===== config.mk =====
export PLATFORM = sky130hd
export DESIGN_NAME = mdio_mgmt
export DESIGN_NICKNAME = d
export VERILOG_FILES = /design/src/rtl/mdio_pkg.sv /design/src/rtl/mdio_regs.sv /design/src/rtl/mdio_tick.sv /design/src/rtl/mdio_frame.sv /design/src/rtl/mdio_mgmt.sv
export SDC_FILE = /design/constraint.sdc
export NUM_CORES = 1
export LEC_CHECK = 0
export ABC_AREA = 1
export BUFFER_PORTS_ARGS = -buffer_cell sky130_fd_sc_hd__buf_2
export CELL_PAD_IN_SITES_DETAIL_PLACEMENT = 0
export CELL_PAD_IN_SITES_GLOBAL_PLACEMENT = 2
export CORE_AREA = 2 2 123 137
export DETAILED_ROUTE_END_ITERATION = 10
export DIE_AREA = 0 0 125 139
export GPL_TIMING_DRIVEN = 0
export HOLD_SLACK_MARGIN = 0.1
export PLACE_DENSITY_LB_ADDON = 0.05
export SETUP_SLACK_MARGIN = 0.1
export SLEW_MARGIN = 30
export SYNTH_ARGS = -nofsm -noshare
export SYNTH_HDL_FRONTEND = slang
export SYNTH_HIERARCHICAL = 1
export SYNTH_SLANG_ARGS = --single-unit

===== constraint.sdc =====
create_clock -name clk -period 4 [get_ports clk]
set_clock_uncertainty 0.05 [all_clocks]
set_input_delay 0.2 -clock clk [delete_from_list [all_inputs] [get_ports clk]]
set_output_delay 0.2 -clock clk [all_outputs]
set_load 0.02 [all_outputs]

===== src/rtl/mdio_pkg.sv =====
package mdio_pkg;

    localparam int REG_W      = 32;
    localparam int ADDR_W     = 2;
    localparam int CMD_W      = 32;
    localparam int DATA_W     = 16;
    localparam int PRE_LEN    = 32;
    localparam int FRAME_LEN  = PRE_LEN + CMD_W;
    localparam int FIDX_W     = $clog2(FRAME_LEN);

    localparam int SPD_DIV_W  = 6;
    localparam int SPD_HOLD_W = 3;
    localparam int DIV_LSB    = 1;
    localparam int HOLD_LSB   = 8;

    localparam logic [ADDR_W-1:0] A_CMD   = 2'd0;
    localparam logic [ADDR_W-1:0] A_SPEED = 2'd1;
    localparam logic [ADDR_W-1:0] A_EVENT = 2'd2;

    // frame positions that change line direction or sampling
    localparam logic [FIDX_W-1:0] TA_POS   = FIDX_W'(PRE_LEN + CMD_W - DATA_W - 2);
    localparam logic [FIDX_W-1:0] DATA_POS = FIDX_W'(PRE_LEN + CMD_W - DATA_W);
    localparam logic [FIDX_W-1:0] LAST_POS = FIDX_W'(FRAME_LEN - 1);

    localparam logic [1:0] OP_READ = 2'b10;

    typedef struct packed {
        logic [1:0]        st;
        logic [1:0]        op;
        logic [4:0]        phy;
        logic [4:0]        regad;
        logic [1:0]        ta;
        logic [DATA_W-1:0] data;
    } mgmt_cmd_t;

    typedef enum logic [1:0] {
        CTL_IDLE,
        CTL_WAIT,
        CTL_RUN
    } ctl_state_e;

    // bit number idx of the frame, counted from the first preamble bit
    function automatic logic frame_bit(input mgmt_cmd_t c, input logic [FIDX_W-1:0] idx);
        logic [FRAME_LEN-1:0] f;
        f = {{PRE_LEN{1'b1}}, c};
        return f[FRAME_LEN - 1 - int'(idx)];
    endfunction

endpackage


===== src/rtl/mdio_regs.sv =====
module mdio_regs
    import mdio_pkg::*;
#(
    parameter int DIV_W  = SPD_DIV_W,
    parameter int HOLD_W = SPD_HOLD_W
) (
    input  logic              clk,
    input  logic              rst,
    input  logic              wr_en,
    input  logic [ADDR_W-1:0] wr_addr,
    input  logic [REG_W-1:0]  wr_data,
    input  logic [ADDR_W-1:0] rd_addr,
    output logic [REG_W-1:0]  rd_data,
    input  logic              done,
    input  logic              is_read,
    input  logic [DATA_W-1:0] rdata,
    output logic              start,
    output mgmt_cmd_t         cmd,
    output logic [DIV_W-1:0]  div,
    output logic [HOLD_W-1:0] hold,
    output logic              busy,
    output logic              evt
);

    ctl_state_e state;
    logic cmd_wr, spd_wr, evt_wr;
    logic [REG_W-1:0] spd_view;

    assign cmd_wr = wr_en && (wr_addr == A_CMD);
    assign spd_wr = wr_en && (wr_addr == A_SPEED);
    assign evt_wr = wr_en && (wr_addr == A_EVENT);

    assign busy  = (state != CTL_IDLE);
    assign start = (state == CTL_WAIT) && (div != '0);

    always_ff @(posedge clk) begin
        if (rst) begin
            state <= CTL_IDLE;
            cmd   <= '0;
            div   <= '0;
            hold  <= '0;
            evt   <= 1'b0;
        end else begin
            unique case (state)
                CTL_IDLE: begin
                    if (cmd_wr) begin
                        cmd   <= mgmt_cmd_t'(wr_data);
                        state <= CTL_WAIT;
                    end
                end
                CTL_WAIT: begin
                    if (div != '0) state <= CTL_RUN;
                end
                CTL_RUN: begin
                    if (done) begin
                        state <= CTL_IDLE;
                        if (is_read) cmd.data <= rdata;
                    end
                end
                default: state <= CTL_IDLE;
            endcase
            if (spd_wr) begin
                div  <= wr_data[DIV_LSB +: DIV_W];
                hold <= wr_data[HOLD_LSB +: HOLD_W];
            end
            if (evt_wr && wr_data[0]) evt <= 1'b0;
            if (done) evt <= 1'b1;
        end
    end

    always_comb begin
        spd_view = '0;
        spd_view[DIV_LSB +: DIV_W]   = div;
        spd_view[HOLD_LSB +: HOLD_W] = hold;
    end

    always_comb begin
        unique case (rd_addr)
            A_CMD:   rd_data = cmd;
            A_SPEED: rd_data = spd_view;
            A_EVENT: rd_data = {{(REG_W-2){1'b0}}, busy, evt};
            default: rd_data = '0;
        endcase
    end

endmodule


===== src/rtl/mdio_tick.sv =====
module mdio_tick
    import mdio_pkg::*;
#(
    parameter int DIV_W  = SPD_DIV_W,
    parameter int HOLD_W = SPD_HOLD_W
) (
    input  logic              clk,
    input  logic              rst,
    input  logic              start,
    input  logic              stop,
    input  logic [DIV_W-1:0]  div_in,
    input  logic [HOLD_W-1:0] hold_in,
    output logic              mdc,
    output logic              edge_stb,
    output logic              hold_stb
);

    localparam int CNT_W = DIV_W + 1;

    logic              run;
    logic [CNT_W-1:0]  bcnt;
    logic [DIV_W-1:0]  div_q;
    logic [HOLD_W-1:0] hold_q;
    logic [CNT_W-1:0]  last_cnt, nxt, div_ext, hold_p1, hold_eff;
    logic              wrap;

    assign div_ext  = CNT_W'(div_q);
    assign last_cnt = {div_q, 1'b0} - CNT_W'(1);
    assign nxt      = bcnt + CNT_W'(1);
    assign hold_p1  = CNT_W'(hold_q) + CNT_W'(1);
    assign hold_eff = (hold_p1 > div_ext) ? div_ext : hold_p1;

    // wrap cycle: the next edge raises MDC (unless the frame stops)
    assign wrap     = run && (bcnt == last_cnt);
    assign edge_stb = wrap;
    assign hold_stb = run && !wrap && (nxt == hold_eff);

    always_ff @(posedge clk) begin
        if (rst) begin
            run    <= 1'b0;
            bcnt   <= '0;
            div_q  <= '0;
            hold_q <= '0;
            mdc    <= 1'b0;
        end else if (start) begin
            run    <= 1'b1;
            div_q  <= div_in;
            hold_q <= hold_in;
            bcnt   <= CNT_W'(div_in);
            mdc    <= 1'b0;
        end else if (run) begin
            if (stop) begin
                run  <= 1'b0;
                bcnt <= '0;
                mdc  <= 1'b0;
            end else if (wrap) begin
                bcnt <= '0;
                mdc  <= 1'b1;
            end else begin
                bcnt <= nxt;
                if (nxt == div_ext) mdc <= 1'b0;
            end
        end
    end

endmodule


===== src/rtl/mdio_frame.sv =====
module mdio_frame
    import mdio_pkg::*;
(
    input  logic              clk,
    input  logic              rst,
    input  logic              start,
    input  mgmt_cmd_t         cmd,
    input  logic              edge_stb,
    input  logic              hold_stb,
    input  logic              mdio_i,
    output logic              mdio_o,
    output logic              mdio_oe,
    output logic              stop,
    output logic              done,
    output logic              active,
    output logic              is_read,
    output logic [FIDX_W-1:0] bit_idx,
    output logic [DATA_W-1:0] rdata
);

    logic              last;
    logic [FIDX_W-1:0] nidx;

    assign is_read = (cmd.op == OP_READ);
    assign nidx    = bit_idx + FIDX_W'(1);
    assign stop    = active && edge_stb && last;
    assign done    = stop;

    always_ff @(posedge clk) begin
        if (rst) begin
            active  <= 1'b0;
            last    <= 1'b0;
            bit_idx <= '0;
            mdio_o  <= 1'b0;
            mdio_oe <= 1'b0;
            rdata   <= '0;
        end else if (start) begin
            active  <= 1'b1;
            last    <= 1'b0;
            bit_idx <= '0;
            mdio_o  <= frame_bit(cmd, '0);
            mdio_oe <= 1'b1;
            rdata   <= '0;
        end else if (active) begin
            if (edge_stb) begin
                if (last) begin
                    active  <= 1'b0;
                    mdio_oe <= 1'b0;
                    mdio_o  <= 1'b0;
                end else begin
                    if (is_read && (bit_idx >= DATA_POS))
                        rdata <= {rdata[DATA_W-2:0], mdio_i};
                    if (bit_idx == LAST_POS) last <= 1'b1;
                end
            end else if (hold_stb && !last) begin
                bit_idx <= nidx;
                mdio_o  <= frame_bit(cmd, nidx);
                mdio_oe <= !(is_read && (nidx >= TA_POS));
            end
        end
    end

endmodule


===== src/rtl/mdio_mgmt.sv =====
module mdio_mgmt
    import mdio_pkg::*;
#(
    parameter int DIV_W  = SPD_DIV_W,
    parameter int HOLD_W = SPD_HOLD_W
) (
    input  logic        clk,
    input  logic        rst,
    input  logic        wr_en,
    input  logic [1:0]  wr_addr,
    input  logic [31:0] wr_data,
    input  logic [1:0]  rd_addr,
    output logic [31:0] rd_data,
    output logic        mdc,
    output logic        mdio_o,
    output logic        mdio_oe,
    input  logic        mdio_i
);

    mgmt_cmd_t         cmd;
    logic              start, stop, done, busy, evt;
    logic              frame_active, is_read;
    logic              edge_stb, hold_stb;
    logic [DIV_W-1:0]  div;
    logic [HOLD_W-1:0] hold;
    logic [DATA_W-1:0] rdata;
    logic [FIDX_W-1:0] bit_idx;

    mdio_regs #(.DIV_W(DIV_W), .HOLD_W(HOLD_W)) u_regs (
        .clk     (clk),
        .rst     (rst),
        .wr_en   (wr_en),
        .wr_addr (wr_addr),
        .wr_data (wr_data),
        .rd_addr (rd_addr),
        .rd_data (rd_data),
        .done    (done),
        .is_read (is_read),
        .rdata   (rdata),
        .start   (start),
        .cmd     (cmd),
        .div     (div),
        .hold    (hold),
        .busy    (busy),
        .evt     (evt)
    );

    mdio_tick #(.DIV_W(DIV_W), .HOLD_W(HOLD_W)) u_tick (
        .clk      (clk),
        .rst      (rst),
        .start    (start),
        .stop     (stop),
        .div_in   (div),
        .hold_in  (hold),
        .mdc      (mdc),
        .edge_stb (edge_stb),
        .hold_stb (hold_stb)
    );

    mdio_frame u_frame (
        .clk      (clk),
        .rst      (rst),
        .start    (start),
        .cmd      (cmd),
        .edge_stb (edge_stb),
        .hold_stb (hold_stb),
        .mdio_i   (mdio_i),
        .mdio_o   (mdio_o),
        .mdio_oe  (mdio_oe),
        .stop     (stop),
        .done     (done),
        .active   (frame_active),
        .is_read  (is_read),
        .bit_idx  (bit_idx),
        .rdata    (rdata)
    );

endmodule


==> impl_results.md, run 1 <==
- CP Max Fanout: 9
- Post-synthesis sequential area ratio: 33.1%
- Delay-heaviest family, CP: simple AND/OR/NAND/NOR gates
- WP data required: 4.19 ns
- Tot Pwr: 2.03 mW
- Most common cell in the synthesized netlist: nand2_1
- Initial DRC Count: 250
- Tmin final: 3.34 ns
- Routability Congestion: 0.802
- Total grt overflow: 0
- P_leak: 3.13 nW
- Drt drc: 0
- RSZ-0062 raised after global routing: false
- First-pass GRT wire length: 27400 um
- Worst-Skew Late Latency: 0.36 ns
- Clk sinks: 88
- Worst hold margin: 0.132 ns
- Cts bufs inserted: 9
- Rel. slew slack: 56.9%
- Slowest cell on crit path: dfxtp_1
- Final-report setup violation count: 0
- Critical-path cell list: ha_1 -> xor2_1 -> ha_1 -> nand2_1 -> nor2_1 -> nor3_2 -> nand2_2 -> nand2_1 -> o21ai_1 -> nand2_1 -> o21ai_0 -> or2_1 -> nor2_1 -> nand4_1 -> inv_1 -> nor3_1 -> nor2_1 -> a21oi_1
- Area leader, netlist: dfxtp_1
- Worst-path clk slew: 0.07 ns
- Layout Utilization: 40.5%
- Die width: 125 um
- Max-cap violations: 0
- Vias in the first global route: 5289
- Synth Warn #: 6
- PwrDens: 312 nW/um^2
- Tcrit/Tclk final: 83.6%
- Initial core utilization: 33.1%
- Clock tree buffer depth: 2
- Critical path class: register to register
- Worst min-delay path category: primary input to register
- Ports: 75
- Commonest cells post-synth: nand2_1 (200), nor2_1 (146), dfxtp_1 (88)
- Seq cells post-synth: 88
- Cells resized by post-CTS repair: 0
- Post-synthesis net count: 870
- Post-Syn Area per Cell: 6.48 sq um
- Final count of hold timing violations: 0
- Cell variety after synth: 39
- Post-synthesis async set-or-reset flop share: 0%
- Peak supply drop: 180 uV
- DRT Pass-1 Iters: 5
- Die area: 17400 sq um
- CP Buf/Inv Count: 1
- Core Region: 16100 sq um
- Max stage delay on crit path: 0.38 ns
- Tot GR Track Use: 20.1%
- Fmax: 299 MHz
- Hpwl dp: 13300 um
- Max H-tree Level: 3
- Nets@finish: 982
- Routed wire length: 17300 um
- Tightest Pin Transition: 0.644 ns
- CP endpoint kind: register
- # rows: 49
- Routed Antenna Nets: 0
- Startpoint Class: register
- EDFF count, synth: 0
- Via count: 5450
- CTS tree: yes
- Via density: 4.77
- Yosys top cell area share: 33.1%
- Clock tree root buffer cell: clkbuf_16
- Status: complete, no violations
- N_diodes: 0
- TNS Setup: 0 ns
- Share of cells above drive strength 1: 19.4%
- Largest net degree at the start of global routing: 18
- Gate Count Post-Synth: 822
- Synth area leaders: dfxtp_1 (33%), nand2_1 (14%), nor2_1 (10%)
- Crit path arrival time: 3.53 ns
- Wirelength per Cell: 15.2 um
- Layout area overhead: 22.3%
- DIE HEIGHT: 139 um
- Max Slew Vio Count: 0
- IO buf count: 74
- Main synth FF type: dfxtp_1
- Mapped cell area: 5320 sq um
- Initial antenna violation count: 0
[routing by layer]
metal | track usage (%) | up-vias | share of wire (%)
li1 | - | 2822 | -
met1 | 25.3 | 2477 | 45
met2 | 33.9 | 127 | 48
met3 | 3.82 | 24 | 4.4
met4 | 7.84 | 0 | 2.8
met5 | 0 | - | 0
[area by class of cell]
class	instances	area, sq um
clock inverters	7	63.8
fillers	1767	9550
inverters	99	375
repair buffers	101	641
well taps	204	255
multi-input cells	596	2920
clock buffers	9	225
plain buffers	39	264
flip-flops and latches	88	1760
[kinds of logic (layout without fill, tap and decap cells)]
family                   Yosys count  count (layout)  synth area share [%]
flip-flops                        88              88                  33.1
buffers and inverters            138             255                  12.0
adder cells (fa/ha/maj)            8               8                  1.88
AO/OA/AOI/OAI                    105             105                  10.6
XOR/XNOR                          15              15                  2.61
AND/OR/NAND/NOR                  468             468                  39.9
[registers in the layout, indices dropped and copies added, names as in the netlist]
| register | cells |
|---|---|
| u_regs/evt | 1 |
| u_frame/rdata | 16 |
| u_frame/last | 1 |
| u_regs/hold | 3 |
| u_regs/cmd | 32 |
| u_tick/run | 1 |
| u_frame/active | 1 |
| u_frame/bit_idx | 6 |
| u_frame/mdio_o | 1 |
| u_tick/div_q | 6 |
| u_tick/hold_q | 3 |
| u_regs/state | 2 |
| u_frame/mdio_oe | 1 |
| u_tick/mdc | 1 |
| u_regs/div | 6 |
| u_tick/bcnt | 7 |
[tightest hold or removal path, cell delays in order]
cell,delay (ns)
buf_2,0.08
nand2_1,0.04
nand2_1,0.06
a21oi_1,0.04
nor2_1,0.08
[cells in the final DEF (no fill, tap or decap), types with 7 or more instances in the layout]
cell type      count
o21ai_0           47
nand3_1           61
buf_4             11
nand4_1           10
inv_1             83
nand2_1          200
nand3_2           21
nand2_2            7
clkbuf_16          9
clkbuf_1           9
xor2_1            11
inv_2             12
dfxtp_1           88
a21oi_1           33
dlygate4sd3_1     27
ha_1               8
a31oi_1            7
buf_6              8
buf_2             84
nor2_1           146
[path summary, 6_finish.rpt]
path / start / end / slack (ns) / depth (start not counted)
worst max-delay path: u_tick/hold_q[0]$_SDFFE_PP0P_ / u_frame/mdio_oe$_SDFFE_PP0P_ / 0.66 / 18
worst min-delay path: wr_data[15] / u_regs/cmd[15]$_SDFFE_PP0P_ / 0.13 / 5
worst max register to register: u_tick/hold_q[0]$_SDFFE_PP0P_ / u_frame/mdio_oe$_SDFFE_PP0P_ / 0.66 / 18
worst min register to register: u_regs/evt$_SDFFE_PP0P_ / u_regs/evt$_SDFFE_PP0P_ / 0.42 / 2
[where the power goes]
group	switching [mW]	internal (mW)
combinational	0.160	0.101
sequential	0.0199	0.903
clock	0.408	0.436
total	0.588	1.44
[per-stage QoR]
stage | cell area [sq um] | setup WS, ns | cells
floorplan | 5320 | 1.37 | 822
global placement | 5950 | 0.747 | 1100
detailed placement | 5950 | 0.671 | 1100
CTS | 6510 | 0.646 | 1143
global route | 6510 | 0.282 | 1143
finish | 6510 | 0.658 | 1143
[timing repair]
action | CTS | global route
hold buffers | 27 | 0
buffers inserted | 0 | 0
hold endpoints to repair | 29 | 0
Power figures use the tool's default switching activity.
==> run 2, diff against run 1 <==
- ABC_AREA: 1 -> 0
- CORE_AREA: 2 2 123 137 -> 2 2 125 139
- DIE_AREA: 0 0 125 139 -> 0 0 127 141
- clock period: 4 -> 2.7 ns (I/O delays scaled with it)
==> run 2 against run 1 <==
The run now ends with negative setup slack left. First-iteration DRC count decreased by 6.8%. Synthesized cell count is 29% lower. Utilization rose by 0.46 points. Count of clock-buffer cells in the layout unchanged. Power up 47%. Sequential share of layout area is 1.0 points lower. Combinational power grew 38%. Worst setup slack lost 1.5 ns. Register-to-register slack lost 1.5 ns. Sequential power grew 47%. Worst hold slack better by 0.0041 ns.
==> impl_results.md, run 2 <==
- Worst-path clk slew: 0.07 ns (about the same)
- Tightest Pin Transition: 0.804 ns (+0.160 ns)
- Nets@finish: 772 (-21%)
- Slowest cell on crit path: a2111oi_4
- Ports: 75 (unchanged)
- Max stage delay on crit path: 0.43 ns (+0.05 ns)
- CTS tree: yes
- Worst min-delay path category: primary input to register
- Core Region: 16600 sq um (+3.6%)
- Post-synthesis async set-or-reset flop share: 0% (unchanged)
- DP Worst Slack: -1.12 ns (-1.79 ns)
- Cell variety after synth: 66 (+69%)
- Most Crowded Layer GR: met2
- Layout Utilization: 41.0% (+0.46 points)
- Max Slew Vio Count: 0 (unchanged)
- Failing checks: negative setup slack
- DRT Pass-1 Iters: 4 (-1)
- Main synth FF type: dfxtp_1
- Mapped cell area: 5020 sq um (-5.8%)
- Clock group share of total power: 42.2% (+0.6 points)
- Biggest regs: u_regs/cmd x32, u_frame/rdata x16, u_tick/bcnt x7
- Comb power frac: 12.1% (-0.8 points)
- Area leader, netlist: dfxtp_1
- Die width: 127 um (+1.6%)
- Die area: 17900 sq um (+3.1%)
- Drt drc: 0 (unchanged)
- Share of cells above drive strength 1: 30.0% (+11 points)
- IO buf count: 74 (unchanged)
- Inst Count DP: 866 (-21%)
- Setup slack after layout: -0.846 ns (-1.50 ns)
- Met1 usage: 24.8% (-0.54 points)
- Most flops, register: u_regs/cmd
- Clock tree buffer depth: 2 (unchanged)
- Fmax: 282 MHz (-5.7%)
- EDFF count, synth: 0 (unchanged)
- Worst-Skew Late Latency: 0.35 ns (about the same)
- Largest net degree at the start of global routing: 19 (+1)
- CP Max Fanout: 6 (-3)
- Initial DRC Count: 233 (-6.8%)
- Met3 Use GR: 3.11% (-0.71 points)
- Peak supply drop: 261 uV (+45%)
- Commonest cells post-synth: dfxtp_1 (88), nand2_1 (60), mux2i_1 (48)
- Tcrit/Tclk final: 131% (+48 points)
- Startpoint Class: register
- Yosys top cell area share: 35.1% (+2.0 points)
- Most common cell after layout, fill and taps aside: buf_2
- Tot GR Track Use: 19.3% (-0.75 points)
- Rel. slew slack: 45.9% (-11 points)
- Clk sinks: 88 (unchanged)
- Post-Syn Area per Cell: 8.59 sq um (+33%)
- Initial core utilization: 30.1% (-3.0 points)
- Final-report setup violation count: 25 (+25)
- P_leak: 2.62 nW (-16%)
- Hpwl dp: 12500 um (-6.4%)
- DIE HEIGHT: 141 um (+1.4%)
- Gate Count Post-Synth: 584 (-29%)
- First-pass GRT wire length: 26800 um (-2.1%)
- PwrDens: 437 nW/um^2 (+40%)
- Crit path arrival time: 3.72 ns (+0.19 ns)
- Routed Antenna Nets: 0 (unchanged)
- Wirelength per Cell: 18.2 um (+20%)
- Most frequent cell on the critical path: buf_4
- Via density: 5.09 (+6.7%)
- Reg power frac: 45.8% (+0.3 points)
- Cts bufs inserted: 9 (unchanged)
- Most common cell in the synthesized netlist: dfxtp_1
- Critical-path cell list: ha_4 -> ha_4 -> nor2b_4 -> o211ai_1 -> a2111oi_4 -> buf_4 -> mux2i_2 -> xor2_1 -> nor4_4 -> nand2b_1 -> nor3b_4 -> buf_6 -> buf_4 -> buf_4 -> xnor2_1 -> nor2_1
- Largest register FFs: 32 (unchanged)
- Tmin final: 3.55 ns (+0.203 ns)
- Routability Congestion: 0.790 (-1.6%)
- RSZ-0062 raised after global routing: true
- Post-synthesis sequential area ratio: 35.1% (+2.0 points)
- Sw Pwr: 844 uW (+44%)
- Most frequent cells in the layout: buf_2 (85), dfxtp_1 (83), nand2_1 (59)
- Final Non-Filler Cells: 937 (-18%)
- Max-cap violations: 0 (unchanged)
- Via count: 4766 (-13%)
- TNS Setup: -11.46 ns (-11.46 ns)
- Critical path class: register to register
- Post-synthesis net count: 632 (-27%)
- WP data required: 2.88 ns (-1.31 ns)
- Clock tree root buffer cell: clkbuf_16
- CP endpoint kind: register
- Vias in the first global route: 4746 (-10%)
- Synth area leaders: dfxtp_1 (35%), mux2i_1 (9.6%), a211oi_1 (4.9%)
- N_diodes: 0 (unchanged)
- Seq cells post-synth: 88 (unchanged)
- Final count of hold timing violations: 0 (unchanged)
- Delay-heaviest family, CP: simple AND/OR/NAND/NOR gates
- Synth Warn #: 6 (unchanged)
- Initial antenna violation count: 0 (unchanged)
- Sw Ratio: 28.3% (-0.70 points)
- CP Buf/Inv Count: 4 (+3)
- Pint: 2.14 mW (+48%)
- Routed wire length: 17100 um (-1.5%)
- Status: finished, violations left
- # rows: 50 (+2.0%)
- Met2 Usage GRT: 33.4% (-0.48 points)
- Max H-tree Level: 3 (unchanged)
- Total grt overflow: 0 (unchanged)
- Layout area overhead: 35.9%
- Layout fillers: 1731 (-2.0%)
## run 2: worst paths after layout
| kind | startpoint | to | slack [ns] | depth (start not counted) |
|---|---|---|---|---|
| setup / recovery | u_tick/hold_q[1]$_SDFFE_PP0P_ | u_frame/bit_idx[0]$_SDFFE_PP0P_ | -0.85 | 16 |
| hold / removal | wr_data[13] | u_regs/cmd[13]$_SDFFE_PP0P_ | 0.14 | 3 |
| setup reg to reg | u_tick/hold_q[1]$_SDFFE_PP0P_ | u_frame/bit_idx[0]$_SDFFE_PP0P_ | -0.85 | 16 |
| hold reg to reg | u_frame/rdata[15]$_SDFFE_PP0P_ | u_frame/rdata[15]$_SDFFE_PP0P_ | 0.42 | 2 |
## run 2: kinds of logic (layout without fill, tap and decap cells)
kind of cell | Yosys count | after routing | share of synthesized area [%]
fa+ha+maj | 8 | 8 | 2.00
compound gates | 136 | 136 | 18.0
xor+xnor | 33 | 33 | 6.06
mux | 51 | 51 | 10.9
flops | 88 | 88 | 35.1
buf+inv | 61 | 206 | 6.29
simple gates | 207 | 207 | 21.6
## run 2: metrics by stage
step | instance area [sq um] | total power, mW | hold slack [ns]
finish | 6820 | 2.98 | 0.136
global route | 6820 | 3.12 | 0.143
CTS | 6630 | 3.03 | 0.117
detailed placement | 5750 | 1.69 | 0.334
global placement | 5750 | 1.69 | 0.326
floorplan | 5120 | 1.56 | 0.154
## run 2: worst reg2reg max path, delay by kind of cell, from the launching register on
| kind | cells | cell delay [ns] |
|---|---|---|
| compound gates | 2 | 0.55 |
| simple gates | 5 | 0.94 |
| mux | 1 | 0.23 |
| flops | 1 | 0.36 |
| fa+ha+maj | 2 | 0.51 |
| xor+xnor | 2 | 0.23 |
| buf+inv | 4 | 0.56 |
## run 2: cell type report
cell class | count | area (sq um) | area share (%)
multi-input combinational | 435 | 3250 | 47.7
sequential | 88 | 1780 | 26.0
timing repair buffer | 129 | 887 | 13.0
buffer | 49 | 298 | 4.37
tap | 208 | 260 | 3.82
clock buffer | 9 | 225 | 3.30
clock inverter | 7 | 71.3 | 1.05
inverter | 12 | 47.5 | 0.697
## run 2: timing repair
| action | in CTS | in global routing |
|---|---|---|
| gates cloned | 1 | 0 |
| hold endpoints to repair | 29 | 0 |
| resized for setup | 41 | 28 |
| setup buffers | 16 | 10 |
| pin swaps | 14 | 15 |
| endpoints found under the setup margin | 47 | 52 |
| hold buffers | 28 | 0 |
## run 2: per-layer routing
layer	part of all wire, %	up-vias	wire, um
li1	-	2368	-
met1	46	2288	7870
met2	49	92	8400
met3	2.7	18	465
met4	2.0	0	338
met5	0	-	0
## run 2: power groups by stage
| stage | Sequential [mW] | Combinational [mW] | Clock (mW) |
|---|---|---|---|
| floorplan | 1.38 | 0.179 | 0 |
| global placement | 1.40 | 0.290 | 0 |
| detailed placement | 1.40 | 0.291 | 0 |
| CTS | 1.37 | 0.351 | 1.31 |
| global route | 1.37 | 0.392 | 1.36 |
| finish | 1.36 | 0.360 | 1.26 |
